<file path="src/rtl/imgload_pkg.sv">
package imgload_pkg;

    typedef enum logic [2:0] {
        LD_RUN, LD_GRAB, LD_WAIT, LD_SHIFT, LD_SETUP, LD_STROBE, LD_HOLD, LD_FLOAT
    } ld_state_t;

    typedef enum logic [1:0] {
        SH_IDLE, SH_BIT, SH_LAT
    } sh_state_t;

    typedef enum logic [1:0] {
        WIN_TOP = 2'b00, WIN_FULL = 2'b01, WIN_LOW = 2'b10, WIN_TOP2 = 2'b11
    } win_t;

    typedef struct packed {
        logic oe;
        logic wr_n;
        logic ready;
    } bus_ctl_t;

    function automatic int unsigned win_first(win_t w, int unsigned space, int unsigned top);
        return (w == WIN_FULL || w == WIN_LOW) ? 0 : space - top;
    endfunction

    function automatic int unsigned win_last(win_t w, int unsigned space, int unsigned top);
        return (w == WIN_LOW) ? space - top - 1 : space - 1;
    endfunction

endpackage

</file>
<file path="src/rtl/hi_addr_shifter.sv">
module hi_addr_shifter
    import imgload_pkg::*;
#(
    parameter int HB = 8
) (
    input  logic          clk,
    input  logic          rst,
    input  logic          start,
    input  logic [HB-1:0] value,
    output logic          sr_dat,
    output logic          sr_clk,
    output logic          sr_lat,
    output logic          fin
);
    localparam int NW = $clog2(HB) + 1;
    localparam logic [NW-1:0] LASTB = NW'(HB - 1);

    sh_state_t     st;
    logic [HB-1:0] sreg;
    logic [NW-1:0] nbit;
    logic          phase;

    always_ff @(posedge clk) begin
        if (rst) begin
            st    <= SH_IDLE;
            sreg  <= '0;
            nbit  <= '0;
            phase <= 1'b0;
        end else begin
            unique case (st)
                SH_IDLE: if (start) begin
                    sreg  <= value;
                    nbit  <= '0;
                    phase <= 1'b0;
                    st    <= SH_BIT;
                end
                SH_BIT: begin
                    if (!phase) begin
                        phase <= 1'b1;
                    end else begin
                        phase <= 1'b0;
                        sreg  <= sreg << 1;
                        if (nbit == LASTB) st <= SH_LAT;
                        else               nbit <= nbit + 1'b1;
                    end
                end
                default: st <= SH_IDLE;
            endcase
        end
    end

    always_comb begin
        sr_dat = (st == SH_BIT) ? sreg[HB-1] : 1'b0;
        sr_clk = (st == SH_BIT) && phase;
        sr_lat = (st == SH_LAT);
        fin    = (st == SH_LAT);
    end
endmodule

</file>
<file path="src/rtl/btn_reset_gen.sv">
module btn_reset_gen #(
    parameter int DB_BITS = 16,
    parameter int PULSE   = 16
) (
    input  logic clk,
    input  logic rst,
    input  logic button,
    input  logic run_ok,
    output logic hold
);
    localparam int PW = $clog2(PULSE + 1);

    logic               s1, s2, level;
    logic [DB_BITS-1:0] cnt;
    logic [PW-1:0]      pc;
    logic               press;

    assign press = s2 && !level && (&cnt);

    always_ff @(posedge clk) begin
        if (rst) begin
            s1    <= 1'b0;
            s2    <= 1'b0;
            level <= 1'b0;
            cnt   <= '0;
            pc    <= '0;
        end else begin
            s1 <= button;
            s2 <= s1;
            if (s2 == level) begin
                cnt <= '0;
            end else if (&cnt) begin
                level <= s2;
                cnt   <= '0;
            end else begin
                cnt <= cnt + 1'b1;
            end
            if (press && run_ok) pc <= PW'(PULSE);
            else if (pc != '0)   pc <= pc - 1'b1;
        end
    end

    assign hold = (pc != '0);
endmodule

</file>
<file path="src/rtl/sram_image_loader.sv">
module sram_image_loader
    import imgload_pkg::*;
#(
    parameter int AW         = 16,
    parameter int TOP_SIZE   = 8192,
    parameter int WE_CYCLES  = 2,
    parameter int DB_BITS    = 16,
    parameter int RST_CYCLES = 16
) (
    input  logic       clk,
    input  logic       rst,
    input  logic       prog_mode,
    input  logic [1:0] win_sel,
    input  logic       img_valid,
    input  logic [7:0] img_data,
    output logic       img_ready,
    input  logic       button,
    output logic       cpu_rst_n,
    output logic       cpu_bus_en,
    output logic [7:0] bus_addr_lo,
    output logic [7:0] bus_data,
    output logic       bus_rw_n,
    output logic       bus_oe,
    output logic       sr_dat,
    output logic       sr_clk,
    output logic       sr_lat,
    output logic       load_done
);
    localparam int          HB    = AW - 8;
    localparam int unsigned SPACE = 2 ** AW;
    localparam int          WEW   = $clog2(WE_CYCLES + 1);

    ld_state_t      state;
    logic [AW-1:0]  addr, last, first_a, last_a;
    logic [7:0]     dbyte;
    logic [WEW-1:0] we_cnt;
    logic           armed, done, accept, shift_fin, btn_hold;
    bus_ctl_t       ctl;

    always_comb begin
        first_a = AW'(win_first(win_t'(win_sel), SPACE, TOP_SIZE));
        last_a  = AW'(win_last(win_t'(win_sel), SPACE, TOP_SIZE));
    end

    assign accept = (state == LD_WAIT) && img_valid;

    hi_addr_shifter #(.HB(HB)) u_shift (
        .clk    (clk),
        .rst    (rst),
        .start  (accept),
        .value  (addr[AW-1:8]),
        .sr_dat (sr_dat),
        .sr_clk (sr_clk),
        .sr_lat (sr_lat),
        .fin    (shift_fin)
    );

    btn_reset_gen #(.DB_BITS(DB_BITS), .PULSE(RST_CYCLES)) u_btn (
        .clk    (clk),
        .rst    (rst),
        .button (button),
        .run_ok (state == LD_RUN),
        .hold   (btn_hold)
    );

    always_ff @(posedge clk) begin
        if (rst) begin
            state  <= LD_RUN;
            addr   <= '0;
            last   <= '0;
            dbyte  <= '0;
            we_cnt <= '0;
            armed  <= 1'b1;
            done   <= 1'b0;
        end else begin
            unique case (state)
                LD_RUN: begin
                    if (!prog_mode) armed <= 1'b1;
                    if (prog_mode && armed && !btn_hold) begin
                        addr  <= first_a;
                        last  <= last_a;
                        done  <= 1'b0;
                        armed <= 1'b0;
                        state <= LD_GRAB;
                    end
                end
                LD_GRAB:  state <= LD_WAIT;
                LD_WAIT: if (img_valid) begin
                    dbyte <= img_data;
                    state <= LD_SHIFT;
                end
                LD_SHIFT: if (shift_fin) state <= LD_SETUP;
                LD_SETUP: begin
                    we_cnt <= '0;
                    state  <= LD_STROBE;
                end
                LD_STROBE: begin
                    we_cnt <= we_cnt + 1'b1;
                    if (we_cnt == WEW'(WE_CYCLES - 1)) state <= LD_HOLD;
                end
                LD_HOLD: begin
                    if (addr == last) begin
                        state <= LD_FLOAT;
                    end else begin
                        addr  <= addr + 1'b1;
                        state <= LD_WAIT;
                    end
                end
                default: begin
                    done  <= 1'b1;
                    state <= LD_RUN;
                end
            endcase
        end
    end

    always_comb begin
        ctl.oe    = (state inside {LD_WAIT, LD_SHIFT, LD_SETUP, LD_STROBE, LD_HOLD});
        ctl.wr_n  = (state != LD_STROBE);
        ctl.ready = (state == LD_WAIT);
    end

    assign cpu_bus_en  = (state == LD_RUN);
    assign cpu_rst_n   = (state == LD_RUN) && !btn_hold;
    assign bus_oe      = ctl.oe;
    assign bus_rw_n    = ctl.wr_n;
    assign img_ready   = ctl.ready;
    assign bus_addr_lo = ctl.oe ? addr[7:0] : 8'h00;
    assign bus_data    = ctl.oe ? dbyte : 8'h00;
    assign load_done   = done;
endmodule

</file>
<file path="config.mk">
export PLATFORM = sky130hd
export DESIGN_NAME = sram_image_loader
export DESIGN_NICKNAME = d
export VERILOG_FILES = /design/src/rtl/imgload_pkg.sv /design/src/rtl/hi_addr_shifter.sv /design/src/rtl/btn_reset_gen.sv /design/src/rtl/sram_image_loader.sv
export SDC_FILE = /design/constraint.sdc
export NUM_CORES = 1
export LEC_CHECK = 0
export CORE_MARGIN = 8
export CORE_UTILIZATION = 45
export DETAILED_ROUTE_END_ITERATION = 10
export GPL_TIMING_DRIVEN = 1
export PLACE_DENSITY_LB_ADDON = 0.25
export SYNTH_ARGS = -nofsm -noshare
export SYNTH_HDL_FRONTEND = slang
export SYNTH_HIERARCHICAL = 1
export SYNTH_SLANG_ARGS = --single-unit
</file>
<file path="constraint.sdc">
create_clock -name clk -period 3.1 [get_ports clk]
set_input_delay 0.465 -clock clk [delete_from_list [all_inputs] [get_ports clk]]
set_output_delay 0.465 -clock clk [all_outputs]
set_load 0.01 [all_outputs]
</file>
### Word level (Yosys, flattened, before mapping)

Index checks and enable logic that the tools add are counted.

| operators by class | value |
|---|---|
| $add $sub $neg | 5 |
| multipliers | 0 |
| divide/modulo/power cells | 0 |
| magnitude comparators | 0 |
| eq/ne operators | 25 |
| shift-type cells | 0 |
| mux-type cells | 35 |
| bitwise logic cells | 2 |
| reduce and logical (&&, ||, !) cells | 34 |

Operators by type and width:

| kind | count |
|---|---|
| 2-to-1 mux 16 bit | 3 |
| adder 16 x 1 -> 16 bit (second input constant) | 2 |
| 2-to-1 mux 8 bit | 4 |
| case mux 16 bit (2 select lines) | 1 |
| case mux 3 bit (7 select lines) | 1 |
| AND reduction 17 bit | 1 |
| equality test 16 bit | 1 |
| case mux 8 bit (2 select lines) | 1 |
| AND reduction 16 bit | 1 |
| 2-to-1 mux 3 bit | 5 |
| 2-to-1 mux 14 bit | 1 |
| inequality test 2 bit (second input constant) | 7 |
| 2-to-1 mux 4 bit | 3 |
| 2-to-1 mux 5 bit | 2 |
| AND reduction 2 bit | 5 |
| nonzero test 5 bit | 2 |
| equality test 3 bit (second input constant) | 3 |
| AND reduction 3 bit | 3 |
| logical AND 1 bit | 8 |
| case mux 2 bit (2 select lines) | 2 |
| case mux 4 bit (2 select lines) | 1 |
| AND reduction 4 bit | 2 |
| nonzero test 2 bit | 4 |
| equality test 2 x 1 -> 1 bit (second input constant) | 3 |
| 21 further kinds | 35 |

| word-level totals | value |
|---|---|
| register bits | 86 |
| bits in latches | 0 |
| RAM bits | 0 |
| bits in read-only memories | 0 |
| output and inout bits | 25 |
| memories | 0 |

### Depth between registers and ports, before layout

Gate-level depths: netlist of the first run.

| depth | value |
|---|---|
| word-level depth | 5 |
| gate-level depth with buffers | 11 |

### Hierarchy

Netlist of the first run, hierarchy kept.

Modules (own cells, without submodules):

| module | instances | cells each | area an instance (um^2) |
|---|---|---|---|
| sram_image_loader | 1 | 243 | 1958.1 |
| btn_reset_gen | 1 | 117 | 1182.4 |
| hi_addr_shifter | 1 | 83 | 784.5 |

### Worst setup path after synthesis of the first run

OpenSTA, ideal clock, no wires.

| timing | value |
|---|---|
| path type | register -> register |
| from | register u_btn.pc[0] |
| to | register state[0] |
| library setup time | 0.095 ns |
| data arrival time | 2.237 ns |
| data required time | 3.005 ns |
| setup slack | 0.767 ns |
| cell stages (with the launch flop) | 10 |
| cells stage by stage | dfxtp_1 inv_1 ha_1 or3b_4 nor2_4 inv_1 nand3b_1 a2111oi_0 a21oi_1 a221oi_1 |

| between the ends | value |
|---|---|
| cells in the longest elaborated chain, start to end | 5 |

RTL lines:

| element | RTL line | RTL |
|---|---|---|
| start: declaration | btn_reset_gen.sv:15 | `logic [PW-1:0] pc;` |
| start signal: assignment | btn_reset_gen.sv:38 | `if (press && run_ok) pc <= PW'(PULSE);` |
| start signal: assignment | btn_reset_gen.sv:39 | `else if (pc != '0) pc <= pc - 1'b1;` |
| nonzero test 5 bit | btn_reset_gen.sv:43 | `assign hold = (pc != '0);` |
| named net btn_hold | sram_image_loader.sv:37 | `logic armed, done, accept, shift_fin, btn_hold;` |
| zero test 1 bit | sram_image_loader.sv:79 | `if (prog_mode && armed && !btn_hold) begin` |
| logical AND 1 bit | sram_image_loader.sv:79 |  |
| inequality test 2 bit (no source line) | n/a |  |
| AND reduction 4 bit (no source line) | n/a |  |
| end signal: assignment | sram_image_loader.sv:84 | `state <= LD_GRAB;` |
| end signal: assignment | sram_image_loader.sv:87 | `LD_GRAB: state <= LD_WAIT;` |
| end signal: assignment | sram_image_loader.sv:90 | `state <= LD_SHIFT;` |
| end: declaration | sram_image_loader.sv:33 | `ld_state_t state;` |

The timed path passes the listed nets, and every way through them passes these cells.
A chain may end at the register's enable or synchronous reset.

### Final worst setup path of the first run

| timing | value |
|---|---|
| from | register state[1] |
| to | output port bus_addr_lo[5] |

| between the ends | value |
|---|---|
| cells in the longest elaborated chain, start to end | 3 |

RTL lines:

| element | RTL line | RTL |
|---|---|---|
| start signal: assignment | sram_image_loader.sv:68 | `state <= LD_RUN;` |
| start signal: assignment | sram_image_loader.sv:84 |  |
| start signal: assignment | sram_image_loader.sv:87 |  |
| equality test 3 x 2 -> 1 bit / equality test 3 bit (equally long branches) | sram_image_loader.sv:118 | `ctl.oe = (state inside {LD_WAIT, LD_SHIFT, LD_SETUP, LD_STROBE, LD_HOLD});` |
| nonzero test 5 bit * | sram_image_loader.sv:118 |  |
| 2-to-1 mux 8 bit * | sram_image_loader.sv:128 | `assign bus_addr_lo = ctl.oe ? addr[7:0] : 8'h00;` |
| end: declaration | sram_image_loader.sv:20 | `output logic [7:0] bus_addr_lo,` |

Mark *: on every way between the ends. The rest lies on a longest branch, timed or not.

==> results by group, run 1 <==
STA
  • Pins Over Slew Limit: 0
  • Hold Vio Cnt, Final: 0
  • Tmin final: 2.74 ns
  • PnR worst setup slack: 0.355 ns
  • Relative slew slack: 37.3%
  • Fin crit share: 88.5%
  • Setup tns final: 0 ns
  • RSZ-0062 raised after global routing: no
  • Tightest Pin Transition: 0.941 ns
  • Final setup fails: 0
  • Final Skew: 0.00531 ns
  • Maximum operating frequency: 364 MHz

Drt
  • 1st-iter DRT viols: 169
  • Routed Antenna Nets: 0
  • WL met3: 260 um
  • Pre-antenna DRT Iters: 4
  • Vias post-DR: 3265
  • Met2 wire len: 4.07 mm
  • Final WL: 8.66 mm
  • DRC: 0
  • Via density: 5.54
  • Uppermost layer routed: met4
  • DR WL/cell: 14.7 um
  • Metal-1 WL: 4.23 mm

Logic synthesis
  • EDFF count, synth: 0
  • Sequential fraction of the synthesis area: 36.7%
  • Synth Net Count: 469
  • Mean Syn Cell Area: 8.86 sq um
  • Synth Cell Area: 0.00393 sq mm
  • #FFs+latches synth: 72
  • Yosys warns: 6
  • Post-synth ARST share: 0%
  • Unique masters post-synth: 67
  • Syn Inst Count: 443
  • Main flop type after synthesis: dfxtp_1

Clocking
  • Num Clock Sinks: 72
  • Post-CTS setup buffers: 0
  • CTS root buf: clkbuf_8
  • CTS H-Tree Depth: 3
  • Hold buffers post-CTS: 0
  • Clk Latency, worst-skew pair: 0.35 ns
  • CTS tree: yes
  • # resized after CTS: 0
  • CTS max path bufs: 2
  • Worst-path clk slew: 0.08 ns
  • TritonCTS buffer count: 9

Floorplanning
  • Die area: 0.0120 sq mm
  • Starting density of the core: 45.7%
  • Floorplan Core Area: 0.00859 sq mm
  • Die Ht: 109 um
  • Horiz. Die Dim: 109 um
  • # IOs: 40
  • Site Rows: 34

Place
  • Post-DP Area: 0.00434 sq mm
  • # port buffers: 39
  • Routability cong.: 0.835
  • Dpl ws: 0.437 ns
  • Dpl hpwl: 6.08 mm

Min path
  • Worst hold path class: flop to flop

Critical path
  • Critical Path AT: 2.28 ns
  • Setup crit start kind: flop
  • CP max stage cell: clkdlybuf4s50_1
  • Max stage delay on crit path: 0.55 ns
  • Worst Path Required: 2.63 ns
  • CP bufs+invs: 3
  • Type of destination of the critical path: output port
  • CP most frequent cell: nor2_1
  • Crit path max-delay family: buffers and inverters
  • Worst Setup Path Type: flop to output port
  • Crit Path Max Fanout: 17
  • Crit-path cells: inv_1 -> ha_1 -> nor2_1 -> nor2_1 -> nor2_1 -> buf_4 -> nor2b_1 -> clkdlybuf4s50_1

Final layout
  • Most frequent cells in the layout: 72 x dfxtp_1, 41 x nand2_1, 38 x clkdlybuf4s50_1, 37 x nor2_1, 28 x a21oi_1
  • Nets: 502
  • Area Overhead vs Synth: 16.1%
  • Share of cells above drive strength 1: 11.9%
  • Final instance area: 0.00456 sq mm
  • Commonest non-fill, non-tap cell in the layout: dfxtp_1
  • Fillers: 805
  • # diodes: 0

Outcome
  • Run status: finished, final reports clean

Global routing
  • GR Util All Layers: 15.1%
  • Vias in the first global route: 3168
  • Grt total ovfl: 0
  • Initial antenna violation count: 0
  • First-pass GRT wire length: 14.9 mm
  • Largest net degree at the start of global routing: 50

Power
  • Maximum VDD drop: 0.357 mV
  • Lkg Pwr: 0.00152 uW
  • Power Total: 3020 uW
  • PwrDens: 662 mW/mm^2

Flow run
  • Number of max-cap violations: 0
[metal layers]
layer | vias up | GRT usage (%)
met5 | - | 0
met4 | 0 | 4.63
met3 | 9 | 3.52
met2 | 40 | 23.9
met1 | 1559 | 19.9
li1 | 1657 | -
[flip-flops by register name (all words and copies together), names as in the netlist, 2 cells and up]
name,cells
u_shift/sreg,8
u_btn/pc,5
dbyte,8
addr,16
state,3
u_shift/st,2
u_shift/nbit,4
last,2
u_btn/cnt,16
we_cnt,2
[final timing paths]
path	start	end	slack, ns	cells after the start
hold reg to reg	dbyte[2]	dbyte[2]	0.45	2
setup / recovery	state[1]	bus_addr_lo[5]	0.36	8
hold / removal	dbyte[2]	dbyte[2]	0.45	2
setup reg to reg	u_btn/pc[0]	state[0]	0.38	9
[area by class of cell]
class / count / area (sq um) / share of cell area, %
clock buffer: 10 / 128 / 2.80
sequential: 72 / 1440 / 31.6
clock inverter: 6 / 92.6 / 2.03
inverter: 18 / 67.6 / 1.48
timing repair buffer: 44 / 423 / 9.28
tap: 108 / 135 / 2.96
multi-input combinational: 331 / 2270 / 49.8
[cell usage after synthesis, drive strengths merged (6+ instances only)]
cell | instances | area share, %
nand3 | 16 | 2.4
and4 | 7 | 1.6
nor4 | 6 | 1.3
a311oi | 14 | 4.1
o21ai | 11 | 1.7
dfxtp | 72 | 37
xnor2 | 12 | 2.7
nor2 | 43 | 4.7
nand4 | 10 | 2.4
mux2i | 10 | 2.6
a21oi | 28 | 3.6
xor2 | 7 | 1.6
inv | 16 | 1.5
buf | 11 | 2.6
and2 | 6 | 0.96
ha | 11 | 3.5
nand2 | 41 | 3.9
a211oi | 6 | 1.3
clkbuf | 11 | 1.1
and3 | 6 | 1.1
a31oi | 9 | 1.4
nor3 | 14 | 2.2
nand2b | 10 | 1.6
nor2b | 22 | 3.5
[through the flow]
stage	util [%]	hold slack (ns)	std cells
finish	53.0	0.454	589
global route	53.0	0.483	589
CTS	53.0	0.458	589
detailed placement	50.5	0.447	573
global placement	50.5	0.441	573
floorplan	-	0.414	443
[power by group]
| part | total (uW) | internal [uW] | switching [uW] |
|---|---|---|---|
| clock | 834 | 458 | 376 |
| combinational | 1050 | 449 | 604 |
| sequential | 1130 | 1030 | 97.4 |
| total | 3020 | 1940 | 1080 |
[logic make-up after synthesis]
logic type	Yosys count	synth area share [%]
buf+inv	40	5.42
xor+xnor	19	4.24
mux	11	2.93
compound gates	93	18.4
simple gates	197	28.8
fa+ha+maj	11	3.51
flops	72	36.7
[worst register-to-register path: cells and delay by family (launching register included)]
kind,cells,cell delay [ns]
AO/OA/AOI/OAI,3,1.17
adder cells (fa/ha/maj),1,0.18
buffers and inverters,2,0.19
flip-flops,1,0.32
AND/OR/NAND/NOR,3,0.76
Note: power is estimated with default switching activity, not from simulation.
==> inputs of run 2 (changes only) <==
--- a/config.mk
+++ b/config.mk
@@ -8,7 +8,7 @@
 export CORE_MARGIN = 8
 export CORE_UTILIZATION = 45
 export DETAILED_ROUTE_END_ITERATION = 10
-export GPL_TIMING_DRIVEN = 1
+export GPL_TIMING_DRIVEN = 0
 export PLACE_DENSITY_LB_ADDON = 0.25
 export SYNTH_ARGS = -nofsm -noshare
 export SYNTH_HDL_FRONTEND = slang
==> constraint.sdc (replaced) <==
create_clock -name clk -period 3.1 [get_ports clk]
set_input_delay 0.465 -clock clk [delete_from_list [all_inputs] [get_ports clk]]
set_output_delay 0.465 -clock clk [all_outputs]
set_load 0.02 [all_outputs]
==> results by group, run 2 (same netlist as run 1, synthesis figures left out) <==
Power
  • Maximum VDD drop: 0.257 mV (-28%)
  • Power Total: 3100 uW (+2.7%)
  • PwrDens: 663 mW/mm^2 (about the same)
  • Sw power: 1130 uW (+4.8%)
  • Sequential share of power: 36.4% (-1.1 points)
  • Clock network power share: 26.6% (-1.0 points)
  • Lkg Pwr: 0.00157 uW (+3.3%)
  • P_int: 1970 uW (+1.5%)
  • Sw Ratio: 36.4% (+0.75 points)
  • Comb power frac: 37.0% (+2.1 points)

Floorplanning
  • # IOs: 40 (unchanged)
  • Die Ht: 109 um (unchanged)
  • Floorplan Core Area: 0.00859 sq mm (unchanged)
  • Horiz. Die Dim: 109 um (unchanged)
  • Site Rows: 34 (unchanged)
  • Die area: 0.0120 sq mm (unchanged)
  • Starting density of the core: 45.7% (unchanged)

Final layout
  • Share of cells above drive strength 1: 13.5% (+1.6 points)
  • Nets: 518 (+3.2%)
  • Commonest non-fill, non-tap cell in the layout: dfxtp_1
  • Storage element area: 0.00144 sq mm (unchanged)
  • Multi-input gate area: 0.00229 sq mm (+0.66%)
  • Final core occ: 54.4% (+1.4 points)
  • # diodes: 0 (unchanged)
  • Top flop regs: addr (16), u_btn/cnt (16)
  • Most frequent cells in the layout: 72 x dfxtp_1, 41 x nand2_1, 38 x clkdlybuf4s50_1, 33 x nor2_1, 28 x a21oi_1
  • Final instance area: 0.00468 sq mm (+2.6%)
  • Fillers: 808 (+0.37%)
  • Area Overhead vs Synth: 19.2%

Place
  • Dpl hpwl: 6.59 mm (+8.3%)
  • Routability cong.: 0.791 (-5.3%)
  • Post-DP Area: 0.00444 sq mm (+2.4%)
  • # port buffers: 38 (-2.6%)
  • Dpl ws: 0.0989 ns (-0.338 ns)

Flow run
  • Number of max-cap violations: 0 (unchanged)

Clocking
  • Worst-path clk slew: 0.08 ns (about the same)
  • Clk Latency, worst-skew pair: 0.34 ns (about the same)
  • Num Clock Sinks: 72 (unchanged)
  • CTS tree: yes
  • TritonCTS buffer count: 9 (unchanged)
  • CTS max path bufs: 2 (unchanged)
  • Hold buffers post-CTS: 0 (unchanged)
  • CTS root buf: clkbuf_8
  • Post-CTS setup buffers: 0 (unchanged)
  • CTS H-Tree Depth: 3 (unchanged)

STA
  • Tmin final: 2.91 ns (+0.161 ns)
  • Hold Vio Cnt, Final: 0 (unchanged)
  • PnR worst setup slack: 0.194 ns (-0.161 ns)
  • Pins Over Slew Limit: 0 (unchanged)
  • Fin crit share: 93.7% (+5.2 points)
  • RSZ-0062 raised after global routing: no
  • Setup tns final: 0 ns (unchanged)
  • Tightest Pin Transition: 0.675 ns (-0.265 ns)
  • Relative slew slack: 55.0% (+18 points)
  • Final Skew: 0.00924 ns (+0.00393 ns)
  • Final setup fails: 0 (unchanged)
  • Maximum operating frequency: 344 MHz (-5.6%)

Drt
  • Routed Antenna Nets: 0 (unchanged)
  • DR WL/cell: 15.0 um (+1.8%)
  • DRC: 0 (unchanged)
  • Final WL: 9.05 mm (+4.5%)
  • Vias post-DR: 3381 (+3.6%)
  • 1st-iter DRT viols: 140 (-17%)
  • Pre-antenna DRT Iters: 4 (unchanged)
  • Via density: 5.59 (+0.81%)

Critical path
  • R2R depth: 9 (unchanged)
  • R2r endpoint: state[0]
  • Worst Path Required: 2.63 ns (about the same)
  • RR Startpoint: u_btn/pc[0]
  • Reg2reg setup slack: 0.41 ns (+0.03 ns)
  • Crit Path Max Fanout: 10 (-7)
  • Setup crit start kind: flop
  • Critical Path AT: 2.44 ns (+0.16 ns)
  • Type of destination of the critical path: output port
  • Worst Setup Path Type: flop to output port

Global routing
  • Largest net degree at the start of global routing: 14 (-72%)
  • First-pass GRT wire length: 15.6 mm (+4.3%)
  • Vias in the first global route: 3327 (+5.0%)
  • GR Util All Layers: 15.9% (+0.79 points)
  • Grt total ovfl: 0 (unchanged)
  • Initial antenna violation count: 0 (unchanged)

Min path
  • Worst hold path cell count: 2 (unchanged)
  • Hold wc startpoint: dbyte[7]
  • Worst hold path class: flop to flop
  • Worst Hold End: dbyte[7]

Outcome
  • Run status: finished, final reports clean
-- run 2: final cells by class --
class,count,area share [%]
Sequential cell,72,30.8
Clock buffer,10,2.73
Buffer,22,3.13
Clock inverter,6,1.98
Tap cell,108,2.89
Inverter,18,1.44
Multi-Input combinational cell,331,48.9
Timing Repair Buffer,38,8.13
-- run 2: layer usage --
metal	part of all wire (%)	track usage (%)
met2	49	25.7
met3	4.8	3.46
met5	0	0
met1	45	19.7
met4	1.1	7.33
-- run 2: worst max-delay path by stage --
stage | from | cells after the start | endpoint
floorplan | u_btn/pc[0] | 9 | state[0]
finish | state[1] | 8 | bus_data[5]
CTS | state[1] | 8 | bus_data[5]
global route | state[1] | 8 | bus_data[5]
detailed placement | state[1] | 8 | bus_data[5]
global placement | state[1] | 8 | bus_data[0]
-- run 2: timing repair --
item                                    in CTS  in global routing
gates resized for setup                      3                  3
endpoints found under the setup margin      10                 11
endpoints found under the hold margin        0                  0
-- run 2: worst max-delay path, cell delays in order, from the launching register on --
cell             delay (ns)
dfxtp_1                0.39
inv_1                  0.08
ha_1                   0.26
nor2_2                 0.21
nor2_2                 0.10
nor2_4                 0.18
clkbuf_2               0.25
nor2b_1                0.07
clkdlybuf4s50_1        0.55
-- run 2: power groups by stage --
stage	combinational [uW]	clock (uW)	sequential, uW
after floorplan	847	0	1120
after global routing	1270	877	1140
after global placement	1110	0	1140
final	1150	824	1130
after CTS	1150	842	1120
after detailed placement	1130	0	1150
-- run 2: per-stage QoR --
stage | cells | hold slack (ns)
after floorplan | 443 | 0.414
after detailed placement | 589 | 0.446
after global placement | 589 | 0.431
after CTS | 605 | 0.457
after global routing | 605 | 0.475
final | 605 | 0.456
==> inputs of run 3 (changes only) <==
--- a/config.mk
+++ b/config.mk
@@ -8,6 +8,7 @@
 export CORE_MARGIN = 8
 export CORE_UTILIZATION = 45
 export DETAILED_ROUTE_END_ITERATION = 10
+export GPL_ROUTABILITY_DRIVEN = 0
 export GPL_TIMING_DRIVEN = 0
 export PLACE_DENSITY_LB_ADDON = 0.25
 export SYNTH_ARGS = -nofsm -noshare
==> results of run 3 <==
Final layout, timing and power as in run 2 (identical DEF).
